<file path="config.mk">
export PLATFORM = sky130hd
export DESIGN_NAME = bus_master_ctrl
export DESIGN_NICKNAME = d
export VERILOG_FILES = /design/src/rtl/bmc_pkg.sv /design/src/rtl/bmc_timer.sv /design/src/rtl/bmc_lane.sv /design/src/rtl/bmc_seq.sv /design/src/rtl/bus_master_ctrl.sv
export SDC_FILE = /design/constraint.sdc
export NUM_CORES = 1
export LEC_CHECK = 0
export BUFFER_PORTS_ARGS = -buffer_cell sky130_fd_sc_hd__clkbuf_2
export CAP_MARGIN = 25
export CELL_PAD_IN_SITES_DETAIL_PLACEMENT = 1
export CELL_PAD_IN_SITES_GLOBAL_PLACEMENT = 1
export CORE_AREA = 10 10 105 107
export CTS_CLUSTER_SIZE = 14
export DETAILED_ROUTE_END_ITERATION = 8
export DIE_AREA = 0 0 115 117
export GPL_TIMING_DRIVEN = 0
export HOLD_SLACK_MARGIN = 0.15
export PLACE_DENSITY = 0.69
export REMOVE_ABC_BUFFERS = 1
export SLEW_MARGIN = 20
export SYNTH_ARGS = -nofsm -noshare
export SYNTH_HDL_FRONTEND = slang
export SYNTH_HIERARCHICAL = 1
export SYNTH_SLANG_ARGS = --single-unit
</file>
<file path="constraint.sdc">
create_clock -name clk -period 1.89 [get_ports clk]
set_input_delay 0.2835 -clock clk [delete_from_list [all_inputs] [get_ports clk]]
set_output_delay 0.2835 -clock clk [all_outputs]
set_load 0.03 [all_outputs]
</file>
<file path="src/rtl/bmc_pkg.sv">
package bmc_pkg;
  typedef enum logic [1:0] {
    OP_RD  = 2'd0,
    OP_WR  = 2'd1,
    OP_WRB = 2'd2,
    OP_WR2 = 2'd3
  } op_e;

  typedef enum logic [2:0] {
    ST_IDLE = 3'd0,
    ST_ADDR = 3'd1,
    ST_STRB = 3'd2,
    ST_DONE = 3'd3,
    ST_ERR  = 3'd4,
    ST_REL  = 3'd5
  } st_e;
endpackage

</file>
<file path="src/rtl/bmc_timer.sv">
module bmc_timer #(
  parameter int LIMIT = 64
) (
  input  logic clk,
  input  logic rst_n,
  input  logic load,
  input  logic tick,
  output logic at_limit
);
  localparam int CW = $clog2(LIMIT + 1);

  logic [CW-1:0] cnt_q, cnt_d;
  logic          cnt_en;

  always_comb begin
    cnt_en = load || (tick && !at_limit);
    cnt_d  = load ? CW'(1) : cnt_q + CW'(1);
  end

  always_ff @(posedge clk or negedge rst_n) begin
    if (!rst_n) cnt_q <= '0;
    else if (cnt_en) cnt_q <= cnt_d;
  end

  assign at_limit = (cnt_q == CW'(LIMIT));


  cnt_in_range_chk: assert property (@(posedge clk) disable iff (!rst_n)
    cnt_q <= CW'(LIMIT));
endmodule

</file>
<file path="src/rtl/bmc_lane.sv">
module bmc_lane
  import bmc_pkg::*;
#(
  parameter int DW = 16
) (
  input  op_e           op,
  input  logic          addr_lsb,
  input  logic [DW-1:0] data_in,
  output logic [DW-1:0] data_out
);
  localparam int BW = DW / 2;

  always_comb begin
    data_out = data_in;
    if (op == OP_WRB) begin
      data_out = '0;
      if (addr_lsb) data_out[DW-1:BW] = data_in[BW-1:0];
      else          data_out[BW-1:0]  = data_in[BW-1:0];
    end
  end
endmodule

</file>
<file path="src/rtl/bmc_seq.sv">
module bmc_seq
  import bmc_pkg::*;
(
  input  logic clk,
  input  logic rst_n,
  input  logic req_valid,
  input  op_e  op_q,
  input  logic ack,
  input  logic at_limit,
  output logic accept,
  output logic reply_take,
  output logic tmr_load,
  output logic tmr_tick,
  output logic ready,
  output logic as_o,
  output logic rd_o,
  output logic wr_o,
  output logic byte_o,
  output logic rvalid_o,
  output logic wdone_o,
  output logic err_o
);
  st_e st_q, st_d;
  logic is_rd;

  always_comb begin
    st_d = st_q;
    case (st_q)
      ST_IDLE: if (req_valid) st_d = ST_ADDR;
      ST_ADDR: st_d = ST_STRB;
      ST_STRB: begin
        if (ack)           st_d = ST_DONE;
        else if (at_limit) st_d = ST_ERR;
      end
      ST_DONE: st_d = ST_REL;
      ST_ERR:  st_d = ST_REL;
      ST_REL:  if (!ack) st_d = ST_IDLE;
      default: st_d = ST_IDLE;
    endcase
  end

  always_ff @(posedge clk or negedge rst_n) begin
    if (!rst_n) st_q <= ST_IDLE;
    else        st_q <= st_d;
  end

  always_comb begin
    is_rd      = (op_q == OP_RD);
    ready      = (st_q == ST_IDLE);
    accept     = ready && req_valid;
    reply_take = (st_q == ST_STRB) && ack;
    tmr_load   = (st_q == ST_ADDR);
    tmr_tick   = (st_q == ST_STRB);
    as_o       = (st_q == ST_ADDR) || (st_q == ST_STRB) || (st_q == ST_DONE);
    rd_o       = (st_q == ST_STRB) && is_rd;
    wr_o       = (st_q == ST_STRB) && !is_rd;
    byte_o     = (st_q == ST_STRB) && (op_q == OP_WRB);
    rvalid_o   = (st_q == ST_DONE) && is_rd;
    wdone_o    = (st_q == ST_DONE) && !is_rd;
    err_o      = (st_q == ST_ERR);
  end
endmodule

</file>
<file path="src/rtl/bus_master_ctrl.sv">
module bus_master_ctrl
  import bmc_pkg::*;
#(
  parameter int AW      = 16,
  parameter int DW      = 16,
  parameter int TIMEOUT = 64
) (
  input  logic          clk,
  input  logic          rst_n,
  input  logic          req_valid,
  output logic          req_ready,
  input  logic [1:0]    req_op,
  input  logic [AW-1:0] req_addr,
  input  logic [DW-1:0] req_wdata,
  output logic          rsp_rvalid,
  output logic [DW-1:0] rsp_rdata,
  output logic          rsp_wdone,
  output logic          bus_error,
  output logic [AW-1:0] bus_addr,
  output logic [DW-1:0] bus_wdata,
  input  logic [DW-1:0] bus_rdata,
  output logic          bus_as,
  output logic          bus_rd,
  output logic          bus_wr,
  output logic          bus_byte,
  input  logic          bus_ack
);
  op_e           op_q;
  logic [AW-1:0] addr_q;
  logic [DW-1:0] wdata_q, rdata_q;
  logic          accept, reply_take, tmr_load, tmr_tick, at_limit;

  always_ff @(posedge clk or negedge rst_n) begin
    if (!rst_n) begin
      op_q    <= OP_RD;
      addr_q  <= '0;
      wdata_q <= '0;
    end else if (accept) begin
      op_q    <= op_e'(req_op);
      addr_q  <= req_addr;
      wdata_q <= req_wdata;
    end
  end

  always_ff @(posedge clk or negedge rst_n) begin
    if (!rst_n)          rdata_q <= '0;
    else if (reply_take) rdata_q <= bus_rdata;
  end

  bmc_seq u_seq (
    .clk(clk), .rst_n(rst_n), .req_valid(req_valid), .op_q(op_q),
    .ack(bus_ack), .at_limit(at_limit), .accept(accept),
    .reply_take(reply_take), .tmr_load(tmr_load), .tmr_tick(tmr_tick),
    .ready(req_ready), .as_o(bus_as), .rd_o(bus_rd), .wr_o(bus_wr),
    .byte_o(bus_byte), .rvalid_o(rsp_rvalid), .wdone_o(rsp_wdone),
    .err_o(bus_error)
  );

  bmc_timer #(.LIMIT(TIMEOUT)) u_timer (
    .clk(clk), .rst_n(rst_n), .load(tmr_load), .tick(tmr_tick),
    .at_limit(at_limit)
  );

  bmc_lane #(.DW(DW)) u_lane (
    .op(op_q), .addr_lsb(addr_q[0]), .data_in(wdata_q), .data_out(bus_wdata)
  );

  assign bus_addr  = addr_q;
  assign rsp_rdata = rdata_q;


  addr_before_data_chk: assert property (@(posedge clk) disable iff (!rst_n)
    $rose(bus_as) |-> !(bus_rd || bus_wr));

  byte_only_write_chk: assert property (@(posedge clk) disable iff (!rst_n)
    bus_byte |-> bus_wr);

  rsp_after_reply_chk: assert property (@(posedge clk) disable iff (!rst_n)
    (rsp_rvalid || rsp_wdone) |-> ($past(bus_ack) && bus_as && !bus_rd && !bus_wr));

  as_drop_after_rsp_chk: assert property (@(posedge clk) disable iff (!rst_n)
    (rsp_rvalid || rsp_wdone) |=> !bus_as);

  err_pulse_chk: assert property (@(posedge clk) disable iff (!rst_n)
    bus_error |=> !bus_error);

  err_quiet_chk: assert property (@(posedge clk) disable iff (!rst_n)
    bus_error |-> !(bus_as || rsp_rvalid || rsp_wdone));

  ready_after_ack_low_chk: assert property (@(posedge clk) disable iff (!rst_n)
    $rose(req_ready) |-> !$past(bus_ack));
endmodule

</file>
## Yosys cells after proc, flatten, opt, wreduce, memory -nomap -nowiden

Cells that the tools add are included.

| storage, ports and cells | value |
|---|---|
| bits in registers | 60 |
| output and inout bits | 56 |
| word-level logic and storage cells | 43 |

| operators by class | value |
|---|---|
| add/subtract/negate cells | 1 |
| equal/unequal tests | 10 |
| mux-type cells | 9 |
| reduce and logical (&&, ||, !) cells | 17 |

Operators with widths:

| kind | number |
|---|---|
| $mux 16 | 1 |
| $mux 8 | 2 |
| $pmux 3 s5 | 1 |
| $mux 3 | 4 |
| $logic_and 1x1->1 | 8 |
| $add 7x1->7 const B | 1 |
| $eq 7x7->1 const B | 1 |
| $mux 7 | 1 |
| $eq 3x2->1 const B | 2 |
| $eq 3x3->1 const B | 2 |
| $ne 2x2->1 const B | 2 |
| $eq 3x1->1 const B | 1 |
| $logic_not 3->1 | 1 |
| $logic_or 1x1->1 | 3 |
| $ne 3x3->1 const B | 1 |
| $reduce_and 3->1 | 1 |
| $eq 2x2->1 const B | 1 |
| $logic_not 1->1 | 2 |
| $logic_not 2->1 | 1 |
| $reduce_or 2->1 | 1 |

## Logic depth before layout (Yosys ltp)

| logic depth | value |
|---|---|
| word-level depth | 4 |
| depth in mapped cells | 8 |
| mapped depth without buffers | 7 |

## Cells and area by module

Netlist, hierarchy kept.

By module, submodules not included:

| module | times used | cells an instance | area each (sq um) |
|---|---|---|---|
| bus_master_ctrl | 1 | 106 | 2,058.2 |
| bmc_timer | 1 | 45 | 445.4 |
| bmc_seq | 1 | 35 | 300.3 |
| bmc_lane | 1 | 36 | 231.5 |

## Worst setup path before layout

Ideal clock, no wire load.

| timing | value |
|---|---|
| kind | register to register |
| from | register u_seq.st_q[2] |
| to | register addr_q[0] (netlist: bus_addr[0]) |
| library setup time | 125 ps |
| data arrival time | 1,748 ps |
| slack | 17 ps |
| cell stages (with the launch flop) | 7 |
| clock period less this slack | 1,873 ps |
| path through | dfrtp_1 buf_6 nor3_2 and2_1 buf_6 buf_12 mux2_4 |

| on the way | value |
|---|---|
| word-level cells in the longest chain between the ends | 2 |

Ends and longest elaborated chain:

| element | line | RTL |
|---|---|---|
| start, declared | bmc_seq.sv:23 | `st_e st_q, st_d;` |
| start signal, assigned | bmc_seq.sv:44 | `else st_q <= st_d;` |
| $logic_not 3->1 | bmc_seq.sv:49 | `ready = (st_q == ST_IDLE);` |
| net req_ready | bus_master_ctrl.sv:11 | `output logic req_ready,` |
| $logic_and 1x1->1 | bmc_seq.sv:50 | `accept = ready && req_valid;` |
| net accept | bus_master_ctrl.sv:31 | `logic accept, reply_take, tmr_load, tmr_tick, at_limit;` |
| end signal, assigned | bus_master_ctrl.sv:40 | `addr_q <= req_addr;` |
| end, declared | bus_master_ctrl.sv:29 | `logic [AW-1:0] addr_q;` |

The timed path passes the listed nets, and every way through them passes these cells.
A chain may end at the register's enable or synchronous reset.

## Worst setup path after layout

| timing | value |
|---|---|
| from | register op_q[0] |
| to | output bus_wdata[9] |

| on the way | value |
|---|---|
| word-level cells in the longest chain between the ends | 2 |

Ends and longest elaborated chain:

| element | line | RTL |
|---|---|---|
| start, declared | bus_master_ctrl.sv:28 | `op_e op_q;` |
| start signal, assigned | bus_master_ctrl.sv:39 | `op_q <= op_e'(req_op);` |
| $eq 2x2->1 | bmc_lane.sv:15 | `if (op == OP_WRB) begin` |
| $mux 16 | bmc_lane.sv:15 |  |
| end, declared | bus_master_ctrl.sv:20 | `output logic [DW-1:0] bus_wdata,` |

Every way passes these cells.

==> results.txt <==
The post-route worst setup slack is 90.6 ps. The final max-slew violation count is 0. Synthesis inferred 60 register bits. Measured against its own limit, the worst slew margin works out to 65.8%.

The post-placement setup slack is -103 ps. The number of cells in the design after placement is 433. The clock transition time at the flip-flop clock pins of the worst setup and hold paths is 70 ps. The die span in y is 117 µm. By area, the combinational part of the netlist is dominated by multiplexers.

For this run, design rule violations remaining after detail routing come to 0. The count of placed standard cells in the final layout, fillers left out came out at 453. Summed over all failing endpoints, the final setup total negative slack is 0 ps.

At the pin with the least slew margin, the transition time is 512 ps. STA classifies the critical path startpoint as a flip-flop. During placement, the flow inserted port buffers numbering 109. Compared with the post-synthesis result, the final layout area differs by 28.4%. The number of antenna diodes in the final layout is 0. In the final layout, the share of cells above drive strength 1 is 58.2%. The buffer type at the clock tree root is clkbuf_8. For the finished layout, the period the worst path requires is 1800 ps.

After Yosys synthesis, and, or, nand and nor cells account for 13.6% of the synthesized area. The number of hold violations in the final report is 0. Across the whole layout, storage elements account for 1510 µm². Data on the critical path is required at its endpoint by 1610 ps. In the finished design, the share of the clock period the worst path needs comes to 95.2%. The multi-input combinational cell area came out at 1360 µm².

Data on the critical path arrives at its endpoint at 1520 ps. Across the routed clock network, the largest skew measured is 7.22 ps. Once layout is complete, the utilization of the core stands at 43.2%. In this run the standard cell core region covers 9020 µm².

The depth of the CTS H-tree came out at 3. The routed layout has 2,111 vias. The category of the worst setup path capture point is an output port. The number of clock sinks came out at 60. The top cell type by total area after synthesis is dfrtp_1. The worst-skew pair later-pin latency is 330 ps. The number of antenna violations at the first check in global routing came out at 0. Using the TritonRoute via totals, the vias-per-cell ratio works out to 4.66.

The cell area that synthesis handed to floorplanning was 3040 µm². Of all nets on the critical path, the largest fanout is 5. The worst-case IR drop observed on VDD is 0.000696 V. The post-synthesis sequential area ratio is 49.5%. The row count came out at 35. For this run, the number of Yosys warnings is 6. In this run, CTS created clock tree buffers numbering 9.

The via count of the first global-routing pass came to 2,422. The tool flagged a number of max-cap violations equal to 0. The leakage power figure came out at 1.94 nW. The synthesized area divided by synthesized cell count came out at 13.7 µm².

The total wire length came out at 7.93 mm. The xor and xnor area share after synthesis came out at 0.577%. The first global-routing pass estimated 12.7 mm of wire. The final count of negative-setup-slack endpoints is 0. The total routing resource utilization after global routing is 11.8%. The flow ran to the end, and the final reports show no timing, DRC or antenna violations. Synthesis instantiated 46 different standard cells from the library.

The share of cell area taken by muxes after synthesis is 26.5%. The die area is 13,500 µm². The layout net count is 393. The number of detailed-route iterations in the first pass is 4.

TritonCTS built the clock tree. By area the synthesized netlist is led by dfrtp_1, mux2_4, mux2_2. After Yosys synthesis, full adders, half adders and majority gates account for 0.824% of the synthesized area. The critical path is of the flip-flop to output port type. The routability congestion estimate from global placement came out at 0.708. The average wire length per cell after detail routing is 17.5 µm. The number of nets still failing antenna checks after routing is 0. The peak clock frequency supported by timing is 556 MHz. Counting the fill cells in the layout gives 980. The worst register-to-register path has a setup slack of 110 ps.

The residual overflow from global routing is 0. The post-synthesis instance total is 222. The top-level I/O count came out at 110. The area share of the largest cell type after synthesis came out at 49.5%. Entering global routing, the biggest net connects 34 pins.

The violation count after the first detailed-route iteration is 90. The maximum number of buffers from clock root to sink came out at 2. The chip width is 115 µm. The synthesized netlist devotes 2.64% of its cell area to compound gates. The type of the tightest min-delay check is primary input to flip-flop.

The starting density of the core is 33.6%. The half-perimeter wire length after detailed placement came out at 6.09 mm. The power density of the placed cells is 1980 nW/µm².
cell families after synthesis:
group | count (synthesis)
compound gates | 12
xor+xnor | 2
fa+ha+maj | 2
buf+inv | 25
flops | 60
mux | 59
simple gates | 62
cell usage after synthesis, drive strengths merged:
library cell / number
a21oi: 3
a311o: 1
and2: 10
and3: 1
and4: 1
and4b: 1
and4bb: 1
buf: 13
dfrtp: 60
ha: 2
inv: 12
mux2: 51
mux2i: 8
nand2: 13
nand2b: 1
nand3: 2
nand3b: 2
nand4: 2
nand4b: 2
nor2: 8
nor2b: 5
nor3: 3
nor3b: 3
nor4: 2
nor4b: 2
o211ai: 1
o21a: 1
o21ai: 3
o311ai: 1
o31ai: 1
o32ai: 1
or2b: 1
or3: 2
xor2: 2
flip-flops by register name, indices dropped and copies added, names as in the netlist:
register and count:
wdata_q 16, op_q 2, bus_addr 16, u_timer/cnt_q 7, u_seq/st_q 3, rsp_rdata 16
worst paths after layout:
path	endpoint	depth (start not counted)	from
worst max-delay path	bus_wdata[9]	4	op_q[0]
max in group asynchronous	u_seq/st_q[0]	3	rst_n
worst min-delay path	bus_addr[4]	2	req_addr[4]
worst min register to register	bus_addr[7]	1	bus_addr[7]
worst max register to register	op_q[1]	4	u_seq/st_q[2]
min in group asynchronous	op_q[1]	2	rst_n
cell usage in the layout (no fill, tap or decap), drive strengths merged, types with 2 or more instances in the layout:
cell / count
nand2: 13
nand4b: 2
ha: 2
nor4b: 2
nor2b: 5
xor2: 2
clkinv: 4
nand3: 2
clkbuf: 118
mux2i: 8
or3: 2
nor3: 3
and2: 10
mux2: 51
buf: 8
inv: 11
nand3b: 2
dfrtp: 60
nor3b: 3
nor4: 2
clkinvlp: 2
a21oi: 3
nor2: 8
nand4: 2
o21ai: 3
critical path: stages (launching register included):
cell and delay [ps]:
dfrtp_2 460, nor2b_4 160, buf_12 130, mux2i_1 210
clkbuf_2 240
layer usage:
layer  global-route usage, %  routed length [µm]  share of wire, %
met5                       0                   0                 0
met3                    3.77                 528               6.7
met1                    13.6                3200                40
met2                    20.1                4160                52
met4                    3.71                  48              0.61
timing repair:
item	in CTS	in global routing
setup endpoints to repair	30	12
hold buffers	1	0
setup buffers	2	1
resized for setup	2	11
hold endpoints to repair	27	0
final cells by class:
class                   instances  share of cell area (%)
flip-flops and latches         60                    38.7
multi-input cells             137                    34.8
repair buffers                117                    16.8
well taps                     111                    3.56
clock buffers                  10                    3.27
clock inverters                 6                    1.67
inverters                      12                    1.25
stage by stage:
| stage | hold slack, ps | instance area [µm²] | power (W) |
|---|---|---|---|
| CTS | 157 | 3870 | 0.00782 |
| global placement | 491 | 3570 | 0.00642 |
| finish | 181 | 3900 | 0.00773 |
| floorplan | -12.1 | 2890 | 0.00532 |
| detailed placement | 278 | 3640 | 0.00656 |
| global route | 157 | 3900 | 0.00826 |
power breakdown:
part | leakage, nW | switching [W] | internal (W)
Combinational | 1.12 | 0.00239 | 0.00178
Clock | 0.0962 | 0.000528 | 0.000609
Sequential | 0.718 | 0.000518 | 0.00190
Total | 1.94 | 0.00343 | 0.00429
(Power assumes the default switching activity.)
